[config.mk]
export PLATFORM = sky130hd
export DESIGN_NAME = wava_ext_buf
export DESIGN_NICKNAME = d
export VERILOG_FILES = /design/src/rtl/ext_buf_pkg.sv /design/src/rtl/ext_buf_capture.sv /design/src/rtl/ext_buf_ram.sv /design/src/rtl/ext_buf_replay.sv /design/src/rtl/wava_ext_buf.sv
export SDC_FILE = /design/constraint.sdc
export NUM_CORES = 2
export LEC_CHECK = 0
export BUFFER_PORTS_ARGS = -buffer_cell sky130_fd_sc_hd__buf_2
export CAP_MARGIN = 20
export CORE_UTILIZATION = 40
export CTS_CLUSTER_DIAMETER = 120
export CTS_CLUSTER_SIZE = 24
export DETAILED_ROUTE_END_ITERATION = 8
export PLACE_DENSITY = 0.55
export SYNTH_ARGS = -nofsm -noshare
export SYNTH_HDL_FRONTEND = slang
export SYNTH_SLANG_ARGS = --single-unit
[constraint.sdc]
create_clock -name clk_i -period 4.1 [get_ports clk_i]
set_clock_uncertainty 0.05 [all_clocks]
set_input_delay 0 -clock clk_i [delete_from_list [all_inputs] [get_ports clk_i]]
set_output_delay 0 -clock clk_i [all_outputs]
set_load 0.02 [all_outputs]
[src/rtl/ext_buf_pkg.sv]
package ext_buf_pkg;
  localparam int unsigned NUM_LANES   = 3;
  localparam int unsigned TRAIN_T     = 40;
  localparam int unsigned EXT_SAMPLES = 2 * TRAIN_T;
endpackage

[src/rtl/ext_buf_capture.sv]
module ext_buf_capture #(
  parameter int unsigned MAX_LEN = 100,
  parameter int unsigned LEN_W   = 7,
  parameter int unsigned AW      = 7
) (
  input  logic             clk_i,
  input  logic             rst_ni,
  input  logic             start_i,
  input  logic             end_i,
  input  logic             valid_i,
  input  logic             busy_i,
  output logic             wr_en_o,
  output logic [AW-1:0]    wr_addr_o,
  output logic             launch_o,
  output logic [LEN_W-1:0] len_o,
  output logic             err_len_o,
  output logic             err_start_o
);
  logic             fill_q;
  logic             ovf_q;
  logic [LEN_W-1:0] count_q;
  logic             full;

  assign full      = (count_q == LEN_W'(MAX_LEN));
  assign wr_en_o   = valid_i && ((start_i && !busy_i) || (!start_i && fill_q && !full));
  assign wr_addr_o = start_i ? '0 : count_q[AW-1:0];

  always_ff @(posedge clk_i or negedge rst_ni) begin
    if (!rst_ni) begin
      fill_q      <= 1'b0;
      ovf_q       <= 1'b0;
      count_q     <= '0;
      launch_o    <= 1'b0;
      len_o       <= '0;
      err_len_o   <= 1'b0;
      err_start_o <= 1'b0;
    end else begin
      launch_o    <= 1'b0;
      err_len_o   <= 1'b0;
      err_start_o <= 1'b0;
      if (valid_i && start_i) begin
        if (busy_i) begin
          err_start_o <= 1'b1;
        end else begin
          ovf_q   <= 1'b0;
          count_q <= LEN_W'(1);
          if (end_i) begin
            fill_q   <= 1'b0;
            launch_o <= 1'b1;
            len_o    <= LEN_W'(1);
          end else begin
            fill_q <= 1'b1;
          end
        end
      end else if (valid_i && fill_q) begin
        if (full) begin
          ovf_q <= 1'b1;
          if (!ovf_q) err_len_o <= 1'b1;
        end else begin
          count_q <= count_q + LEN_W'(1);
        end
        if (end_i) begin
          fill_q <= 1'b0;
          if (!full) begin
            launch_o <= 1'b1;
            len_o    <= count_q + LEN_W'(1);
          end
        end
      end
    end
  end
endmodule

[src/rtl/ext_buf_ram.sv]
module ext_buf_ram #(
  parameter int unsigned W     = 4,
  parameter int unsigned LANES = 3,
  parameter int unsigned AW    = 7,
  parameter int unsigned DEPTH = 128
) (
  input  logic               clk_i,
  input  logic               wr_en_i,
  input  logic [AW-1:0]      wr_addr_i,
  input  logic [LANES*W-1:0] wr_data_i,
  input  logic               rd_en_i,
  input  logic [AW-1:0]      rd_addr_i,
  output logic [LANES*W-1:0] rd_data_o
);
  // one storage array per code lane
  for (genvar k = 0; k < LANES; k++) begin : g_lane
    logic [W-1:0] mem [DEPTH];
    always_ff @(posedge clk_i) begin
      if (wr_en_i) mem[wr_addr_i] <= wr_data_i[k*W +: W];
      if (rd_en_i) rd_data_o[k*W +: W] <= mem[rd_addr_i];
    end
  end
endmodule

[src/rtl/ext_buf_replay.sv]
module ext_buf_replay #(
  parameter int unsigned LEN_W  = 7,
  parameter int unsigned AW     = 7,
  parameter int unsigned STEP_W = 8,
  parameter int unsigned EXT    = 80
) (
  input  logic              clk_i,
  input  logic              rst_ni,
  input  logic              launch_i,
  input  logic [LEN_W-1:0]  len_i,
  output logic              rd_en_o,
  output logic [AW-1:0]     rd_addr_o,
  output logic              active_o,
  output logic              vld_o,
  output logic [STEP_W-1:0] step_o,
  output logic              train_o,
  output logic              last_o
);
  logic [LEN_W-1:0]  len_q;
  logic [LEN_W-1:0]  ptr_q;
  logic [STEP_W-1:0] step_q;
  logic [STEP_W-1:0] last_step;
  logic              at_last;

  assign last_step = STEP_W'(len_q) + STEP_W'(EXT - 1);
  assign at_last   = (step_q == last_step);
  assign rd_en_o   = active_o;
  assign rd_addr_o = ptr_q[AW-1:0];

  always_ff @(posedge clk_i or negedge rst_ni) begin
    if (!rst_ni) begin
      active_o <= 1'b0;
      len_q    <= '0;
      ptr_q    <= '0;
      step_q   <= '0;
    end else if (launch_i) begin
      active_o <= 1'b1;
      len_q    <= len_i;
      ptr_q    <= '0;
      step_q   <= '0;
    end else if (active_o) begin
      step_q <= step_q + STEP_W'(1);
      // address wraps at the message length, covering payload and tail alike
      ptr_q  <= (ptr_q == len_q - LEN_W'(1)) ? '0 : ptr_q + LEN_W'(1);
      if (at_last) active_o <= 1'b0;
    end
  end

  // tags aligned with the registered read
  always_ff @(posedge clk_i or negedge rst_ni) begin
    if (!rst_ni) begin
      vld_o   <= 1'b0;
      step_o  <= '0;
      train_o <= 1'b0;
      last_o  <= 1'b0;
    end else begin
      vld_o   <= active_o;
      step_o  <= step_q;
      train_o <= active_o && (step_q >= STEP_W'(len_q));
      last_o  <= active_o && at_last;
    end
  end

  AST_STEP_INCR: assert property (@(posedge clk_i) disable iff (!rst_ni)
    vld_o && $past(vld_o) |-> step_o == $past(step_o) + STEP_W'(1));
  AST_TRAIN_HOLD: assert property (@(posedge clk_i) disable iff (!rst_ni)
    vld_o && $past(vld_o) && $past(train_o) |-> train_o);
  AST_LAST_TRAIN: assert property (@(posedge clk_i) disable iff (!rst_ni)
    last_o |-> vld_o && train_o);
  AST_LAST_DROP: assert property (@(posedge clk_i) disable iff (!rst_ni)
    last_o |=> !vld_o);
endmodule

[src/rtl/wava_ext_buf.sv]
module wava_ext_buf
  import ext_buf_pkg::*;
#(
  parameter int unsigned MAX_LEN = 100,
  parameter int unsigned SOFT_W  = 4
) (
  input  logic                                          clk_i,
  input  logic                                          rst_ni,
  input  logic [NUM_LANES*SOFT_W-1:0]                   in_data_i,
  input  logic                                          in_start_i,
  input  logic                                          in_end_i,
  input  logic                                          in_valid_i,
  output logic                                          busy_o,
  output logic                                          err_len_o,
  output logic                                          err_start_o,
  output logic [NUM_LANES*SOFT_W-1:0]                   out_data_o,
  output logic                                          out_valid_o,
  output logic [$clog2(MAX_LEN+EXT_SAMPLES)-1:0]        out_step_o,
  output logic                                          out_train_o,
  output logic                                          out_last_o
);
  localparam int unsigned AW     = $clog2(MAX_LEN);
  localparam int unsigned DEPTH  = 1 << AW;
  localparam int unsigned LEN_W  = $clog2(MAX_LEN + 1);
  localparam int unsigned STEP_W = $clog2(MAX_LEN + EXT_SAMPLES);
  localparam int unsigned DW     = NUM_LANES * SOFT_W;

  logic             wr_en;
  logic [AW-1:0]    wr_addr;
  logic             launch;
  logic [LEN_W-1:0] len;
  logic             rd_en;
  logic [AW-1:0]    rd_addr;
  logic             active;

  assign busy_o = launch | active;

  ext_buf_capture #(
    .MAX_LEN (MAX_LEN),
    .LEN_W   (LEN_W),
    .AW      (AW)
  ) u_capture (
    .clk_i       (clk_i),
    .rst_ni      (rst_ni),
    .start_i     (in_start_i),
    .end_i       (in_end_i),
    .valid_i     (in_valid_i),
    .busy_i      (busy_o),
    .wr_en_o     (wr_en),
    .wr_addr_o   (wr_addr),
    .launch_o    (launch),
    .len_o       (len),
    .err_len_o   (err_len_o),
    .err_start_o (err_start_o)
  );

  ext_buf_ram #(
    .W     (SOFT_W),
    .LANES (NUM_LANES),
    .AW    (AW),
    .DEPTH (DEPTH)
  ) u_ram (
    .clk_i     (clk_i),
    .wr_en_i   (wr_en),
    .wr_addr_i (wr_addr),
    .wr_data_i (in_data_i),
    .rd_en_i   (rd_en),
    .rd_addr_i (rd_addr),
    .rd_data_o (out_data_o)
  );

  ext_buf_replay #(
    .LEN_W  (LEN_W),
    .AW     (AW),
    .STEP_W (STEP_W),
    .EXT    (EXT_SAMPLES)
  ) u_replay (
    .clk_i     (clk_i),
    .rst_ni    (rst_ni),
    .launch_i  (launch),
    .len_i     (len),
    .rd_en_o   (rd_en),
    .rd_addr_o (rd_addr),
    .active_o  (active),
    .vld_o     (out_valid_o),
    .step_o    (out_step_o),
    .train_o   (out_train_o),
    .last_o    (out_last_o)
  );

  AST_WR_IDLE: assert property (@(posedge clk_i) disable iff (!rst_ni)
    wr_en |-> !busy_o);
  AST_ERR_EXCL: assert property (@(posedge clk_i) disable iff (!rst_ni)
    $onehot0({err_len_o, err_start_o}));
  AST_BUSY_LAST: assert property (@(posedge clk_i) disable iff (!rst_ni)
    out_last_o |-> !busy_o);
  AST_LAUNCH_BUSY: assert property (@(posedge clk_i) disable iff (!rst_ni)
    launch |=> busy_o && !out_valid_o);
  AST_LEN_ERR_QUIET: assert property (@(posedge clk_i) disable iff (!rst_ni)
    err_len_o |-> !busy_o);

  if (DW == 0) begin : g_bad_width
    initial $display("wava_ext_buf: zero data width");
  end
endmodule

==> results.yml <==
run_status:
  run_status: "complete, no violations"
power_and_ir_drop:
  ir_drop_v: 0.000469
  p_per_area_mw_per_mm2: 560
  power.leakage_nw: 21.6
  total_power_mw: 38.5
floorplan:
  io_pins: 43
  dieArea_mm2: 0.158
  die_w_um: 398
  fp.dieH_um: 398
  std_cell_rows: 144
  core_mm2: 0.155
  initial_utilization_pct: 40.5
placement:
  placed_cell_area_mm2: 0.0663
  hpwlAfterDp_mm: 95.9
  io_buffers: 42
  gp_congestion: 0.887
sta:
  period_minus_slack_ns: 3.81
  maxSlewViolCount: 0
  finalSetupTns_ns: 0
  worst_slew_pin_slew_ns: 1.15
  relSlewSlack_pct: 23.3
  max_freq_mhz: 263
  setup_viol: 0
  finalHoldViolCount: 0
  rsz0062_at_grt: "false"
  hold_ws_ns: 0.196
  period_share_pct: 92.8
setup_path:
  setup.worst_path.start_class: "flop"
  cp-end-kind: "flop"
  crit_buf_inv: 2
  crit_slowest_cell: "dfrtp_4"
  critPathTopFamily: "compound AO/OA/AOI/OAI gates"
  crit_type: "flop to flop"
  worstPathRequired_ns: 4.48
  path_max_fanout: 28
  cpMostUsedCell: "a211oi_1"
  cp_cell_sequence: "buf_12, buf_4, mux4_2, nor2b_1, a211oi_1, a211oi_1, o221ai_1, o31ai_1"
  cp.arrival_ns: 4.19
  slowest_delay_ns: 0.74
clock_tree:
  cts-buffers-inserted: 76
  clockBufferDepth: 3
  cts_root_buf: "clkbuf_16"
  clk_pin_slew_worst_paths_ns: 0.10
  htreeDepth: 3
  cts_tree: "yes"
  cts_sinks: 1601
  clk_latency_ns: 0.72
finish:
  final_cell_mix: "edfxtp_1, mux4_2, mux2i_1"
  syn2layout_area_growth_pct: 9.82
  final_common_cell: "edfxtp_1"
  fin_nets: 3309
  n_fill_cell: 13000
  drive_gt1_share_pct: 21.0
  final_util_pct: 44.4
  design_area_mm2: 0.0688
yosys:
  syn_area_mm2: 0.0626
  synth-seq-cells: 1601
  syn_area_per_cell_um2: 20.3
  synthArstFlopShare_pct: 3.31
  ys_warn_count: 0
  synth_cell_type_count: 46
  syn_nets: 3118
  synth-xor-area-share_pct: 0.462
  synth_top_family_by_area: "multiplexers"
  yosys.area_share.simple_pct: 2.72
  synthFlopType: "edfxtp_1"
  synth_mux_area_share_pct: 15.5
  synth-compound-area-share_pct: 3.02
  synth_edf_count: 1548
  synthAdderAreaFrac_pct: 0.240
  seq_area_frac_synth_pct: 76.4
  syn_inst: 3089
global_routing:
  grt_usage_pct: 19.9
  grt_pass1_wl_mm: 225
  antenna_found_initial: 5
  grt_overflow: 0
  grt_max_degree: 133
  grt_pass1_vias: 30600
flow_run:
  drv_cap: 0
routing:
  post-route-drc-count: 0
  vias: 30400
  post_drt_wl_per_cell_um: 29.3
  first_iter_violations: 2912
  avgViaCountPerCell: 5.68
  drt_first_pass_iters: 5
  wl_mm: 156
  ant_nets: 0
min_path:
  min_path_type: "input port to flop"
[registers in the layout, indices dropped and copies added, names as in the netlist, 7 cells and up]
name                cells
u_ram.g_lane.mem     1536
u_ram.rd_data_o        12
u_replay.step_o         8
u_replay.step_q         8
u_capture.count_q       7
u_capture.len_o         7
u_replay.len_q          7
u_replay.rd_addr_o      7
[path summary, 6_finish.rpt]
| kind | startpoint | endpoint | slack [ns] | depth (start not counted) |
|---|---|---|---|---|
| worst max register to register | u_replay.rd_addr_o[0]$_DFFE_PN0N_ | u_ram.rd_data_o[4]$_DFFE_PP_ | 0.29 | 8 |
| worst min-delay path | in_valid_i | u_capture.ovf_q$_DFFE_PN0P_ | 0.20 | 5 |
| worst max-delay path | u_replay.rd_addr_o[0]$_DFFE_PN0N_ | u_ram.rd_data_o[4]$_DFFE_PP_ | 0.29 | 8 |
| min in group asynchronous | rst_ni | u_replay.step_o[2]$_DFF_PN0_ | 0.45 | 4 |
| max in group asynchronous | rst_ni | u_replay.rd_addr_o[0]$_DFFE_PN0N_ | 3.02 | 4 |
| worst min register to register | u_replay.step_q[6]$_DFFE_PN0N_ | u_replay.step_o[6]$_DFF_PN0_ | 0.44 | 0 |
[Yosys cell counts, types with 3 or more instances]
library cell,number,area (µm²)
and3_1,4,25.0
clkbuf_1,79,297
buf_6,15,169
dfrtp_1,53,1330
edfxtp_1,1548,46500
nand4_1,6,37.5
buf_4,37,278
o221ai_1,12,105
inv_1,17,63.8
xnor2_1,20,175
buf_1,9,33.8
o21ai_0,23,115
o31ai_1,21,158
nand2b_1,7,43.8
nor2b_1,30,188
mux4_2,312,7030
nand3_1,14,70.1
nor2_1,200,751
nand2_1,57,214
nor3b_1,3,22.5
a21o_1,4,30.0
mux2i_1,268,2680
a21oi_1,41,205
nor3_1,33,165
o22ai_1,72,450
and2_1,4,25.0
xor2_1,13,114
o41ai_1,13,114
nor4_1,14,87.6
ha_1,12,150
a211oi_1,84,631
a31oi_1,4,25.0
buf_2,44,220
[layer usage]
layer	up-vias	track usage, %	share of wire [%]	wire length, µm
li1	12900	-	-	-
met3	146	2.94	6.2	9700
met1	16300	28.7	44	68200
met2	988	32.0	48	75400
met5	-	0	0	0
met4	0	4.18	2.0	3200
[metrics by stage]
step | instances | setup WS, ns
CTS | 5331 | 0.156
global route | 5344 | 0.0514
detailed placement | 5214 | -0.00496
floorplan | 3089 | 1.10
finish | 5345 | 0.295
global placement | 5211 | 0.00940
[area by class of cell]
class                           count  area (µm²)  area share (%)
Multi-Input combinational cell   1287       13800            20.0
Sequential cell                  1601       47800            69.5
Tap cell                         2044        2560            3.72
Inverter                           17        63.8          0.0928
Antenna cell                        1        2.50         0.00364
Clock inverter                      8         119           0.173
Clock buffer                       90        1950            2.84
Timing Repair Buffer              297        2480            3.61
[worst register-to-register path, stage by stage, from the launching register on]
cell      delay, ns
dfrtp_4        0.74
buf_12         0.34
buf_4          0.36
mux4_2         0.54
nor2b_1        0.16
a211oi_1       0.42
a211oi_1       0.11
o221ai_1       0.62
o31ai_1        0.19
[repair_timing]
| action | CTS | global route |
|---|---|---|
| endpoints found under the hold margin | 650 | 81 |
| setup buffers | 1 | 0 |
| hold buffers | 18 | 1 |
| resized for setup | 0 | 0 |
| setup endpoints to repair | 1 | 0 |
[kinds of logic after synthesis]
family | count (synthesis)
buf+inv | 201
fa+ha+maj | 12
simple gates | 381
compound gates | 281
flops | 1601
xor+xnor | 33
mux | 580
[power breakdown]
| group | internal [mW] | total, mW | leakage, nW | switching [mW] |
|---|---|---|---|---|
| sequential | 18.2 | 18.6 | 14.6 | 0.366 |
| clock | 3.44 | 8.38 | 1.01 | 4.95 |
| combinational | 5.06 | 11.6 | 6.03 | 6.54 |
| total | 26.7 | 38.5 | 21.6 | 11.9 |
Power figures use the tool's default switching activity.
